$ cat src/rtl/phy_pwr_pkg.sv
package phy_pwr_pkg;
  typedef enum logic [1:0] {
    ST_RUN   = 2'd0,
    ST_GPD   = 2'd1,
    ST_SLEEP = 2'd2
  } pwr_state_e;
endpackage

$ cat src/rtl/phy_hwrst_qual.sv
module phy_hwrst_qual #(
  parameter int SYNC_STAGES    = 2,
  parameter int HW_RST_MIN_CYC = 5000
) (
  input  logic clk_i,
  input  logic rst_ni,
  input  logic hw_rst_ni,
  output logic valid_o
);
  localparam int CW = $clog2(HW_RST_MIN_CYC + 1);
  localparam logic [CW-1:0] CMAX = CW'(HW_RST_MIN_CYC);

  logic [SYNC_STAGES-1:0] sync_q;
  logic [CW-1:0]          cnt_q;
  logic                   line_hi;

  assign line_hi = sync_q[SYNC_STAGES-1];

  generate
    if (SYNC_STAGES == 1) begin : g_one
      always_ff @(posedge clk_i or negedge rst_ni)
        if (!rst_ni) sync_q <= '1;
        else         sync_q <= hw_rst_ni;
    end else begin : g_chain
      always_ff @(posedge clk_i or negedge rst_ni)
        if (!rst_ni) sync_q <= '1;
        else         sync_q <= {sync_q[SYNC_STAGES-2:0], hw_rst_ni};
    end
  endgenerate

  // saturating low-time counter
  always_ff @(posedge clk_i or negedge rst_ni)
    if (!rst_ni)          cnt_q <= '0;
    else if (line_hi)     cnt_q <= '0;
    else if (cnt_q != CMAX) cnt_q <= cnt_q + 1'b1;

  assign valid_o = line_hi && (cnt_q == CMAX);

  a_r12_sat: assert property (@(posedge clk_i) disable iff (!rst_ni)
    (!line_hi && cnt_q == CMAX) |=> (cnt_q == CMAX || line_hi));
  a_r12_clear: assert property (@(posedge clk_i) disable iff (!rst_ni)
    line_hi |=> cnt_q == '0);
endmodule

$ cat src/rtl/phy_rst_pulse.sv
module phy_rst_pulse #(
  parameter int RST_PULSE_CYC = 16
) (
  input  logic clk_i,
  input  logic rst_ni,
  input  logic start_i,
  output logic active_o
);
  localparam int PW = $clog2(RST_PULSE_CYC + 1);
  localparam logic [PW-1:0] PLEN = PW'(RST_PULSE_CYC);

  logic [PW-1:0] cnt_q;

  always_ff @(posedge clk_i or negedge rst_ni)
    if (!rst_ni)          cnt_q <= '0;
    else if (start_i)     cnt_q <= PLEN;
    else if (cnt_q != '0) cnt_q <= cnt_q - 1'b1;

  assign active_o = (cnt_q != '0);

  a_r4_load: assert property (@(posedge clk_i) disable iff (!rst_ni)
    start_i |=> (cnt_q == PLEN && active_o));
  a_r4_count: assert property (@(posedge clk_i) disable iff (!rst_ni)
    (active_o && !start_i) |=> cnt_q == $past(cnt_q) - 1'b1);
endmodule

$ cat src/rtl/phy_pwr_fsm.sv
module phy_pwr_fsm
  import phy_pwr_pkg::*;
(
  input  logic clk_i,
  input  logic rst_ni,
  input  logic gen_pd_i,
  input  logic edpd_en_i,
  input  logic energy_on_i,
  input  logic irq_en_i,
  input  logic irq_clr_i,
  output logic pwr_en_o,
  output logic gpd_exit_o,
  output logic irq_o,
  output logic save_o,
  output logic restore_o
);
  pwr_state_e state_q, state_d;
  logic save_q, restore_q, irq_q;
  logic go_sleep, wake, irq_set;

  always_comb begin
    state_d  = state_q;
    go_sleep = 1'b0;
    wake     = 1'b0;
    unique case (state_q)
      ST_RUN:
        if (gen_pd_i) state_d = ST_GPD;
        else if (edpd_en_i && !energy_on_i) begin
          state_d  = ST_SLEEP;
          go_sleep = 1'b1;
        end
      ST_GPD:
        if (!gen_pd_i) state_d = ST_RUN;
      ST_SLEEP:
        if (gen_pd_i) state_d = ST_GPD;
        else if (!edpd_en_i || energy_on_i) begin
          state_d = ST_RUN;
          wake    = 1'b1;
        end
      default: state_d = ST_RUN;
    endcase
  end

  assign irq_set    = wake && energy_on_i && irq_en_i;
  assign gpd_exit_o = (state_q == ST_GPD) && !gen_pd_i;

  always_ff @(posedge clk_i or negedge rst_ni)
    if (!rst_ni) begin
      state_q   <= ST_RUN;
      save_q    <= 1'b0;
      restore_q <= 1'b0;
      irq_q     <= 1'b0;
    end else begin
      state_q   <= state_d;
      save_q    <= go_sleep;
      restore_q <= wake;
      if (irq_set)        irq_q <= 1'b1;
      else if (irq_clr_i) irq_q <= 1'b0;
    end

  assign pwr_en_o  = (state_q == ST_RUN);
  assign irq_o     = irq_q;
  assign save_o    = save_q;
  assign restore_o = restore_q;

  a_r3_gpd_first: assert property (@(posedge clk_i) disable iff (!rst_ni)
    gen_pd_i |=> state_q == ST_GPD);
  a_r5_sleep: assert property (@(posedge clk_i) disable iff (!rst_ni)
    (!gen_pd_i && edpd_en_i && !energy_on_i && state_q != ST_GPD) |=> state_q == ST_SLEEP);
  a_r10_no_edpd: assert property (@(posedge clk_i) disable iff (!rst_ni)
    (!gen_pd_i && !edpd_en_i) |=> state_q == ST_RUN);
  a_r8_hold: assert property (@(posedge clk_i) disable iff (!rst_ni)
    (irq_q && !irq_clr_i) |=> irq_q);
  a_r9_clear: assert property (@(posedge clk_i) disable iff (!rst_ni)
    (irq_clr_i && !(state_q == ST_SLEEP && energy_on_i)) |=> !irq_q);
  a_r6_strobes: assert property (@(posedge clk_i) disable iff (!rst_ni)
    !(save_q && restore_q));
endmodule

$ cat src/rtl/phy_pwr_ctrl.sv
module phy_pwr_ctrl #(
  parameter int RST_PULSE_CYC  = 16,
  parameter int HW_RST_MIN_CYC = 5000,
  parameter int SYNC_STAGES    = 2
) (
  input  logic clk_i,
  input  logic rst_ni,
  input  logic hw_rst_ni,
  input  logic isolate_i,
  input  logic gen_pd_i,
  input  logic edpd_en_i,
  input  logic energy_on_i,
  input  logic irq_en_i,
  input  logic irq_clr_i,
  output logic tx_gate_o,
  output logic pwr_en_o,
  output logic core_rst_o,
  output logic irq_no,
  output logic save_o,
  output logic restore_o
);
  logic hw_valid, gpd_exit, irq;

  phy_hwrst_qual #(
    .SYNC_STAGES   (SYNC_STAGES),
    .HW_RST_MIN_CYC(HW_RST_MIN_CYC)
  ) u_hwrst (
    .clk_i    (clk_i),
    .rst_ni   (rst_ni),
    .hw_rst_ni(hw_rst_ni),
    .valid_o  (hw_valid)
  );

  phy_pwr_fsm u_fsm (
    .clk_i      (clk_i),
    .rst_ni     (rst_ni),
    .gen_pd_i   (gen_pd_i),
    .edpd_en_i  (edpd_en_i),
    .energy_on_i(energy_on_i),
    .irq_en_i   (irq_en_i),
    .irq_clr_i  (irq_clr_i),
    .pwr_en_o   (pwr_en_o),
    .gpd_exit_o (gpd_exit),
    .irq_o      (irq),
    .save_o     (save_o),
    .restore_o  (restore_o)
  );

  phy_rst_pulse #(.RST_PULSE_CYC(RST_PULSE_CYC)) u_pulse (
    .clk_i   (clk_i),
    .rst_ni  (rst_ni),
    .start_i (gpd_exit || hw_valid),
    .active_o(core_rst_o)
  );

  assign tx_gate_o = pwr_en_o && !isolate_i;
  assign irq_no    = !irq;

  a_r6_no_rst_on_wake: assert property (@(posedge clk_i) disable iff (!rst_ni)
    (restore_o && !$past(core_rst_o) && !$past(hw_valid)) |-> !core_rst_o);
endmodule

$ cat config.mk
export PLATFORM = sky130hd
export DESIGN_NAME = phy_pwr_ctrl
export DESIGN_NICKNAME = d
export VERILOG_FILES = /design/src/rtl/phy_pwr_pkg.sv /design/src/rtl/phy_hwrst_qual.sv /design/src/rtl/phy_rst_pulse.sv /design/src/rtl/phy_pwr_fsm.sv /design/src/rtl/phy_pwr_ctrl.sv
export SDC_FILE = /design/constraint.sdc
export NUM_CORES = 1
export LEC_CHECK = 0
export BUFFER_PORTS_ARGS = -buffer_cell sky130_fd_sc_hd__buf_2
export CAP_MARGIN = 10
export CORE_UTILIZATION = 37
export DETAILED_ROUTE_END_ITERATION = 10
export GPL_TIMING_DRIVEN = 0
export PLACE_DENSITY_LB_ADDON = 0.05
export SYNTH_ARGS = -nofsm -noshare
export SYNTH_HDL_FRONTEND = slang
export SYNTH_SLANG_ARGS = --single-unit
$ cat constraint.sdc
create_clock -name clk_i -period 1.9 [get_ports clk_i]
set_input_delay 0.19 -clock clk_i [delete_from_list [all_inputs] [get_ports clk_i]]
set_output_delay 0.19 -clock clk_i [all_outputs]
set_load 0.03 [all_outputs]
# Word level (Yosys, flattened, before mapping)
# Cells that the tools add are included.
# totals
regBits	25
out_inout_bits	6
elab_cells	53
# classes
n_addsub	2
n_eq_ne	7
muxes	18
n_reduce_logical	19
# ops
cell	count
$mux W13	2
$add A13 B1 Y13 const B	1
$eq A13 B13 Y1 const B	1
$ne A13 B13 Y1 const B	1
$mux W2	5
$mux W5	2
$mux W1	8
$logic_and A1 B1 Y1	6
$ne A3 B2 Y1 const B	2
$pmux W2 S3	1
$reduce_bool A2 Y1	3
$logic_not A1 Y1	5
$reduce_bool A5 Y1	1
$sub A5 B1 Y5 const B	1
$reduce_and A3 Y1	1
$eq A2 B1 Y1 const B	1
$eq A2 B2 Y1 const B	1
$logic_not A2 Y1	1
$logic_or A1 B1 Y1	2
$ne A2 B2 Y1 const B	1

# Longest topological paths before layout
# depth
depth_word	8
depth_mapped	5
mapped_depth_nobuf	5

# Cells and area by module
# From an unflattened synthesis, not the netlist that was laid out.
# hier_totals
cells_unflattened	122
hier_area_um2	1247.4
# modules_own_cells
module	n_inst	cells_per_inst	area_per_inst_um2	seq_area_each_um2
phy_hwrst_qual	1	79	769.5	377.9
phy_rst_pulse	1	25	261.5	125.1
phy_pwr_fsm	1	15	200.2	125.1
phy_pwr_ctrl	1	3	16.3	0.0

# Worst setup path after synthesis
# OpenSTA, ideal clock, no wires.
# synth_timing
path_kind	flip-flop to flip-flop
from	register u_pulse.cnt_q[0]
to	register u_pulse.cnt_q[1]
arrival_ps	1767
required_ps	1806
path_slack_ps	40
stages_incl_launch_ff	6
path_buffers	0
period_less_slack_ps	1860
cell_sequence	dfrtp_1 inv_1 ha_1 or4b_1 mux2_2 a211oi_1
# synth_lines
item	line_no	text
start: declaration	phy_rst_pulse.sv:12	logic [PW-1:0] cnt_q;
start signal: assignment	phy_rst_pulse.sv:17	else if (cnt_q != '0) cnt_q <= cnt_q - 1'b1;
$reduce_bool A5 Y1	--	
via core_rst_o	phy_pwr_ctrl.sv:17	output logic core_rst_o,
$reduce_bool A2 Y1 (no line)	--	
# The timed path passes the listed nets, and every way through them passes these cells. The select of a mux whose other input is x is not followed.
# A chain may end at the register's enable or synchronous reset.

# Worst setup path after layout
# layout_timing
from	register u_pulse.cnt_q[0]
to	output core_rst_o
# layout_between
elab_chain_len	1
# layout_rtl
item	line_no	text
$reduce_bool A5 Y1	phy_rst_pulse.sv:19	assign active_o = (cnt_q != '0);
end: declaration	phy_pwr_ctrl.sv:17	
# No other way between the ends.

==> reports/results.ini <==
[sta]
skew_ns=0.00703
maxSlewViolCount=0
fin_crit_ns=1.85
finalHoldViolations=0
rsz0062_at_grt=yes
fin_crit_sh=0.973
setup_viol=0
hold_slack_ns=0.0546
relSlewSlack=0.565
tns_ns=0
setup_slack_ns=0.0522
tightest_slew_ns=0.652
clock.fmax_mhz=541

[yosys]
syn-mean-instance-area_um2=10.3
ys_types=34
synth_cells=119
syn_area_mm2=0.00123
ys.warnings.count=0
synth-edff-count=0
synth_top_area_frac=0.467
yosysSeqAreaShare=0.510
synth.top_cells.by_area=dfrtp_1, dfstp_2, nand2b_1
async_reset_ff_frac=1.00
synth-seq-cells=25
synth_nets=131
synth_ff_type=dfrtp_1
yosysTopAreaCell=dfrtp_1

[cts]
clock-sinks=25
clock_insertion_delay_worst_skew_ns=0.31
clk_pin_slew_worst_paths_ns=0.13
root_buffer=clkbuf_4
cts_tree=built
htree_levels=1
cts_buffers=3
clk_path_buf_depth=2

[setup_path]
start_kind=flop
cp_slowest_cell=or4b_4
crit_required_ns=1.71
cp-end-kind=output port
path_class=flop to output port
critical_path.max_fanout=4
critPathArrivalTime_ns=1.66
crit_chain=inv_1 > ha_2 > or4b_4 > buf_6
slowest_delay_ns=0.50

[global_routing]
antenna_found_initial=0
grt_max_degree=26
grt_pass1_wl_um=4180
grt_pass1_vias=918
grt.total_usage=0.158
globalRouteOverflowTotal=0

[pwr]
p_clk_frac=0.197
power.leakage_nw=0.589
power_mw=1.20
power_density_mw_per_mm2=838
netSwitchingPower_uw=352
swShare=0.294
seqPwrFrac=0.542
ir_drop_uv=312
combPwrFrac=0.262
internal_power_uw=846

[die]
rows=20
start_util=0.397
die_area_mm2=0.00356
die_w_um=59.7
core_region_area_mm2=0.00310
die_y_um=59.7
io_pins=15

[route]
wire_per_inst_um=13.0
vias_per_cell=5.16
detail-route-antenna-nets=0
drt-initial-drc-count=32
drtPass1Iterations=4
vias=954
drcViolationCount=0
routed_wirelength_um=2400

[place]
pre_cts_ws_ns=-0.0735
hpwlAfterDp_um=1660
place.gp.congestion=0.748
dpl_cell_area_mm2=0.00136
port-buffer-count=14

[outcome]
status=complete, no violations

[min_path]
hp-class=primary input to flop

[final_layout]
syn_to_final_growth_pct=16.2
post_route_cells_drive_above_1_share=0.191
finish.instance_area_mm2=0.00143
n_antenna_cell=0
finalNetCount=154

[job]
drv_cap=0

-- flip-flops by register name (all words and copies together), names as in the netlist --
register,count
u_hwrst.cnt_q,13
u_pulse.cnt_q,5
u_fsm.state_q,2
u_hwrst.sync_q,2
u_fsm.irq_o,1
u_fsm.restore_o,1
u_fsm.save_o,1
-- cell type report --
class                   instances  area, µm²
plain buffers                   4       15.0
clock buffers                   4       26.3
fillers                       332       1670
inverters                       5       18.8
multi-input cells              85        576
flip-flops and latches         25        628
well taps                      44       55.1
repair buffers                 18        111
-- placed cells by master, fill, tap and decap left out, drive strengths merged, types with 3 or more instances in the layout --
cell,n
clkbuf,8
buf,16
o31ai,4
nor2b,3
nand3,5
dfrtp,23
nand4,3
or3,4
nand2,7
ha,3
or4,4
o21ai,5
a21oi,8
nand2b,8
inv,5
nor2,8
-- cells by family (layout without fill, tap and decap cells) --
family                   Yosys count  after routing  synth area share
AND/OR/NAND/NOR                   51             51             0.253
AO/OA/AOI/OAI                     25             25             0.128
flip-flops                        25             25             0.510
buffers and inverters              9             31            0.0274
adder cells (fa/ha/maj)            3              3            0.0305
XOR/XNOR                           3              3            0.0213
multiplexers                       3              3            0.0295
-- final timing paths --
check	cells past startpoint	endpoint	start	slack (ns)
setup / recovery	4	core_rst_o	u_pulse.cnt_q[0]	0.05
hold / removal	2	u_fsm.irq_o	irq_clr_i	0.05
setup reg to reg	4	u_hwrst.cnt_q[0]	u_hwrst.cnt_q[5]	0.09
hold reg to reg	0	u_hwrst.sync_q[1]	u_hwrst.sync_q[0]	0.37
max in group asynchronous	2	u_hwrst.sync_q[1]	rst_ni	1.14
min in group asynchronous	2	u_hwrst.cnt_q[0]	rst_ni	0.38
-- per-layer routing --
metal | vias to the layer above | track usage | wire length (µm)
met1 | 468 | 0.215 | 1230
met2 | 11 | 0.251 | 1100
met5 | - | 0 | 0
li1 | 473 | - | -
met4 | 0 | 0.0698 | 18
met3 | 2 | 0.0195 | 49
-- per-stage QoR --
| step | cells | util |
|---|---|---|
| detailed placement | 177 | 0.437 |
| finish | 185 | 0.461 |
| global placement | 177 | 0.437 |
| global route | 185 | 0.461 |
| floorplan | 119 | - |
| CTS | 183 | 0.453 |
-- power by group through the flow --
| stage | combinational (mW) | clock (mW) | sequential [mW] |
|---|---|---|---|
| after floorplan | 0.234 | 0 | 0.643 |
| after global placement | 0.289 | 0 | 0.655 |
| after detailed placement | 0.293 | 0 | 0.655 |
| after CTS | 0.305 | 0.251 | 0.646 |
| after global routing | 0.358 | 0.274 | 0.659 |
| final | 0.313 | 0.236 | 0.649 |
-- worst max-delay path, delay by kind of cell, from the launching register on --
kind / cells / cell delay, ns
adders and majority gates: 1 / 0.19
and+or+nand+nor: 1 / 0.50
DFF: 1 / 0.43
buffers and inverters: 2 / 0.23
-- cell usage after synthesis, drive strengths merged, types with 3 or more instances --
| master | instances |
|---|---|
| a21oi | 8 |
| clkbuf | 4 |
| o31ai | 4 |
| or3 | 4 |
| nand4 | 3 |
| ha | 3 |
| nor2 | 8 |
| nand2 | 7 |
| nand2b | 8 |
| o21ai | 5 |
| nand3 | 5 |
| or4 | 4 |
| inv | 5 |
| nor2b | 3 |
| dfrtp | 23 |
-- timing repair --
action	in CTS	in global routing
hold endpoints to repair	24	0
pin swaps	2	1
hold buffers	2	0
gates resized for setup	1	4
buffers inserted	0	2
endpoints found under the setup margin	2	2
Power figures use the tool's default switching activity.
